### config.mk
export PLATFORM = sky130hd
export DESIGN_NAME = card_detect_filter
export DESIGN_NICKNAME = d
export VERILOG_FILES = /design/src/rtl/card_detect_filter.sv
export SDC_FILE = /design/constraint.sdc
export NUM_CORES = 1
export LEC_CHECK = 0
export BUFFER_PORTS_ARGS = -buffer_cell sky130_fd_sc_hd__buf_2
export CORE_ASPECT_RATIO = 0.75
export CORE_MARGIN = 4
export CORE_UTILIZATION = 35
export CTS_CLUSTER_DIAMETER = 120
export DETAILED_ROUTE_END_ITERATION = 10
export GPL_ROUTABILITY_DRIVEN = 0
export PLACE_DENSITY_LB_ADDON = 0.25
export RECOVER_POWER = 100
export SETUP_SLACK_MARGIN = 0.15
export SLEW_MARGIN = 0
export SYNTH_ARGS = -nofsm -noshare
export SYNTH_HDL_FRONTEND = slang
export SYNTH_SLANG_ARGS = --single-unit
export TNS_END_PERCENT = 1
### constraint.sdc
create_clock -name clk -period 11.5 [get_ports clk]
set_input_delay 2.3 -clock clk [delete_from_list [all_inputs] [get_ports clk]]
set_output_delay 2.3 -clock clk [all_outputs]
set_load 0.01 [all_outputs]
### src/rtl/card_detect_filter.sv
module card_detect_filter #(
  parameter int DLY_W    = 4,
  parameter int EXT_UNIT = 1024,
  parameter int INS_UNIT = 8192
) (
  input  logic             clk,
  input  logic             rst,
  input  logic             cd_raw_i,
  input  logic [DLY_W-1:0] dly_i,
  input  logic             cd_mask_i,
  input  logic             cd_rd_i,
  output logic             present_o,
  output logic             cd_flag_o,
  output logic             cd_irq_o
);

  localparam int MAX_LIM = (2 ** DLY_W) * INS_UNIT;
  localparam int CNT_W   = $clog2(MAX_LIM + 1);

  logic             s1, s2, present, flag;
  logic [CNT_W-1:0] cnt, lim;
  logic             mism, hit;

  assign mism = s2 ^ present;
  assign lim  = CNT_W'((32'(dly_i) + 32'd1) * 32'(s2 ? INS_UNIT : EXT_UNIT));
  // >= keeps a shrinking delay from stranding the count above the limit
  assign hit  = mism && (cnt >= lim - CNT_W'(1));

  always_ff @(posedge clk) begin
    if (rst) begin
      s1      <= 1'b0;
      s2      <= 1'b0;
      cnt     <= '0;
      present <= 1'b0;
      flag    <= 1'b0;
    end else begin
      s1 <= cd_raw_i;
      s2 <= s1;
      if (!mism || hit) cnt <= '0;
      else              cnt <= cnt + CNT_W'(1);
      if (hit) present <= s2;
      if (hit)          flag <= 1'b1;
      else if (cd_rd_i) flag <= 1'b0;
    end
  end

  assign present_o = present;
  assign cd_flag_o = flag;
  assign cd_irq_o  = flag & ~cd_mask_i;

  p_change_needs_mismatch_r4: assert property (@(posedge clk) disable iff (rst)
    (present != $past(present)) |-> ($past(s2) != $past(present)));

  p_flag_on_change_r5: assert property (@(posedge clk) disable iff (rst)
    $rose(flag) |-> (present != $past(present)));

  p_read_clears_r6: assert property (@(posedge clk) disable iff (rst)
    cd_rd_i |=> (!flag || (present != $past(present))));

  p_cnt_bound_r2: assert property (@(posedge clk) disable iff (rst)
    cnt < CNT_W'(MAX_LIM));

  p_reset_state_r1: assert property (@(posedge clk)
    $past(rst) |-> (!present && !flag));

endmodule

### Word-level counts from Yosys, hierarchy flattened

Index checks and enable logic that the tools add are counted.

* bits in registers: 22
* input port bits: 9
* output and inout port bits: 3
* word-level logic and storage cells: 21

* add/subtract/negate cells: 3
* $mul: 1
* order comparisons: 1
* mux-type cells: 3
* bitwise operators: 3
* reduce and logical (&&, ||, !) cells: 5

Operators by type and width (count)
* $add A18 B1 Y18 const B: 1
* $ge A18 B18 Y1: 1
* $mul A5 B14 Y18: 1
* $sub A18 B1 Y18 const B: 1
* $mux W14: 1
* $add A4 B1 Y5 const B: 1
* $mux W1: 2
* $reduce_bool A2 Y1: 1
* $reduce_or A2 Y1: 1
* $and A1 B1 Y1: 1
* $logic_and A1 B1 Y1: 1
* $logic_not A1 Y1: 1
* $logic_or A1 B1 Y1: 1
* $not A1 Y1: 1
* $xor A1 B1 Y1: 1

### Logic depth before layout (Yosys ltp)

* depth in word-level cells: 7
* gate-level depth with buffers: 18
* mapped depth without buffers: 17

### Worst setup path before layout

No wires, ideal clock.

* path kind: in2reg
* start: input port dly_i[0]
* end: register cnt[13]
* setup time: 0.115 ns
* data arrival time: 5.541 ns
* data required time: 11.385 ns
* setup slack: 5.844 ns
* stages: 15
* buffers on the path: 1
* path through: nand3_1 > xnor2_1 > nor2b_1 > fa_1 > ha_1 > ha_1 > a21oi_1 > o21ai_0 > xnor2_1 > ha_1 > nand4_1 > or4_4 > nand2_2 > buf_4 > nor2_1

* word-level cells in the longest chain between the ends: 7

Ends and longest elaborated chain
* from (decl): line 9 `input logic [DLY_W-1:0] dly_i,`
* $add A4 B1 Y5: line 25 `assign lim = CNT_W'((32'(dly_i) + 32'd1) * 32'(s2 ? INS_UNIT : EXT_UNIT));`
* $mul A5 B14 Y18: line 25
* $sub A18 B1 Y18: line 27 `assign hit = mism && (cnt >= lim - CNT_W'(1));`
* $ge A18 B18 Y1: line 27
* $logic_and A1 B1 Y1: line 27
* $logic_or A1 B1 Y1: line 39 `if (!mism || hit) cnt <= '0;`
* $reduce_or A2 Y1 (no source line)
* to (signal assigned): line 40 `else cnt <= cnt + CNT_W'(1);`
* to (decl): line 21 `logic [CNT_W-1:0] cnt, lim;`

Every way passes these cells.
A chain may end at the register's enable or synchronous reset.

### Worst setup path after layout

* start: input port dly_i[0]
* end: register cnt[16]

The elaborated chain is that of the path after synthesis.

==> impl_metrics.json <==
{
  "wl_microns": 2490,
  "dieArea_sq_um": 5400,
  "r2r_cells": 13,
  "ir_drop_v": 0.0000473,
  "grt_max_degree": 17,
  "layout-drive-gt1-share_pct": 5.32,
  "die-height_microns": 64.7,
  "grt_pass1_wl_microns": 4540,
  "cts_buffer_depth": 2,
  "netlist_instances": 176,
  "cts_htree_levels": 1,
  "clkSinkCount": 22,
  "synth_edf_count": 0,
  "required_ns": 11.69,
  "antenna_found_initial": 0,
  "p_leak_nw": 0.667,
  "crit_type": "primary input to register",
  "n_antenna_cell": 0,
  "ctsHoldBuffers": 0,
  "rsz0062_at_grt": "false",
  "coreArea_sq_um": 4080,
  "finClkSkew_ns": 0.00432,
  "routed_via_density": 4.57,
  "initial_utilization_pct": 36.7,
  "reg2reg_slack_ns": 7.47,
  "drv.max_cap_violation_count": 0,
  "path_clk_slew_ns": 0.08,
  "ys_seq_area_share_pct": 29.4,
  "clock-root-buffer": "clkbuf_8",
  "synth_nets": 208,
  "setup_tns_ns": 0,
  "port_buffers": 11,
  "worstMarginPinSlew_ns": 0.535,
  "fill_cells": 424,
  "finalHoldViolations": 0,
  "synth_ff_type": "dfxtp_1",
  "yosysTopAreaCellShare_pct": 29.4,
  "cts_resized": 0,
  "rows": 20,
  "place_hpwl_microns": 2080,
  "synthArstFlopShare_pct": 0,
  "cts_made_buffers": 3,
  "fmax_mhz": 166,
  "cp_max_fo": 16,
  "grt_pass1_vias": 1041,
  "hp-start": "s1$_SDFF_PP0_",
  "fin_crit_ns": 6.04,
  "postSynthAreaPerCell_sq_um": 8.51,
  "pre_cts_slack_ns": 5.32,
  "min_path_type": "register to register",
  "outcome": "finished clean",
  "r2r-start": "s2$_SDFF_PP0_",
  "postRouteAntennaNets": 0,
  "clock_latency_ns": 0.26,
  "slew_headroom_pct": 64.2,
  "endpoint_kind": "register",
  "ys_warn_count": 0,
  "wire_per_inst_microns": 10.3,
  "post-route-period-util_pct": 52.5,
  "layoutNonFillerInstCount": 243,
  "overflow": 0,
  "firstDrtPassIters": 4,
  "ys_types": 32,
  "drt_iter0_markers": 37,
  "post-place-cells": 239,
  "synth_area_leader_cell": "dfxtp_1",
  "cts_setup_buffers": 0,
  "fin_util_pct": 40.7,
  "route.detailed.drc": 0,
  "setup_slack_ns": 5.46,
  "reg2reg_to": "cnt[16]$_SDFF_PP0_",
  "synth.ff_latch_count": 22,
  "layout.nets": 221,
  "area_growth_pct": 10.9,
  "startpoint": "dly_i[0]",
  "die_x_microns": 83.5,
  "cts_tree": "yes",
  "pin_count": 12,
  "grt_usage_pct": 10.0,
  "arrival_ns": 6.23,
  "whs_endpoint": "s2$_SDFF_PP0_",
  "synth_area_sq_um": 1500,
  "synth_area_leaders": "dfxtp_1, ha_1, xnor2_1, xor2_1, nor2_1",
  "start_kind": "primary input",
  "powerDensity_nw_per_um2": 113,
  "min_path_cells": 1,
  "route.vias.total": 1110,
  "maxSlewViolCount": 0,
  "setup_viol_count_final": 0
}
[cell usage in the layout, fill, tap and decap left out, drive strengths merged, types with 8 or more instances in the layout]
cell type	n
nand3	9
clkbuf	8
nand2	11
inv	13
xnor2	13
nor2	24
dfxtp	22
ha	21
xor2	11
[state kept, by name, summed over array words and instances (netlist names)]
signal     cells
s2             1
cnt           18
s1             1
present_o      1
cd_flag_o      1
[report_power, final]
| part | total (mW) | internal (mW) | switching [mW] |
|---|---|---|---|
| Combinational | 0.0395 | 0.0180 | 0.0215 |
| Clock | 0.0712 | 0.0464 | 0.0247 |
| Sequential | 0.0770 | 0.0765 | 0.000512 |
| Total | 0.188 | 0.141 | 0.0468 |
[metal layers]
| metal | GRT usage (%) | routed length (microns) | up-vias |
|---|---|---|---|
| met5 | 0 | 0 | - |
| met4 | 0.602 | 0 | 0 |
| met3 | 2.29 | 82 | 0 |
| met2 | 15.2 | 949 | 16 |
| met1 | 15.1 | 1460 | 476 |
| li1 | - | - | 618 |
[metrics by stage]
| step | area [sq um] | hold WS [ns] | total power, mW |
|---|---|---|---|
| after detailed placement | 1610 | 0.422 | 0.119 |
| after global placement | 1610 | 0.419 | 0.119 |
| after CTS | 1680 | 0.442 | 0.191 |
| after global routing | 1660 | 0.483 | 0.201 |
| final | 1660 | 0.438 | 0.188 |
| after floorplan | 1500 | 0.414 | 0.110 |
[worst max path at each step]
stage / end / slack [ns] / cells after the start
4_1_cts: cnt[16]$_SDFF_PP0_ / 5.60 / 16
2_1_floorplan: cnt[13]$_SDFF_PP0_ / 5.84 / 15
5_1_grt: cnt[16]$_SDFF_PP0_ / 5.07 / 16
3_3_place_gp: cnt[17]$_SDFF_PP0_ / 5.36 / 16
3_5_place_dp: cnt[16]$_SDFF_PP0_ / 5.32 / 16
6_report: cnt[16]$_SDFF_PP0_ / 5.46 / 16
[worst max-delay path, stage by stage]
cell and delay (ns):
clkbuf_1 0.17, nand3_1 0.14, xnor2_1 0.19, nor2b_1 0.23, fa_1 0.45, ha_1 0.30
ha_1 0.33, a21o_1 0.17, a21oi_1 0.16, xor2_1 0.18, ha_1 0.28, a21oi_1 0.15
a21boi_0 0.12, nor4_1 0.39, nand2_1 0.44, nor2_1 0.22
[cells by family after synthesis]
kind of cell    after synthesis  synth area share (%)
fa+ha+maj                    23                  20.2
flops                        22                  29.4
xor+xnor                     24                  14.0
buf+inv                      16                  4.34
mux                           1                 0.668
compound gates               15                  5.93
simple gates                 75                  25.4
[final cells by class]
cell class              instances  area [sq um]  share of cell area, %
well taps                      55          68.8                   4.14
flip-flops and latches         22           440                   26.5
multi-input cells             138           983                   59.2
clock buffers                   3          41.3                   2.48
repair buffers                 11          48.8                   2.94
inverters                      13          48.8                   2.94
clock inverters                 1          30.0                   1.81
[synthesized netlist by cell type, types with 2 or more instances]
cell	number
a21boi_0	2
a21o_1	3
a21oi_1	6
and2_1	3
dfxtp_1	22
fa_1	2
ha_1	21
inv_1	13
nand2_1	10
nand2b_1	4
nand3_1	9
nand4_1	6
nor2_1	24
nor2b_1	6
nor3_1	3
nor4_1	3
o21ai_0	2
xnor2_1	13
xor2_1	11
(Power assumes the default switching activity.)
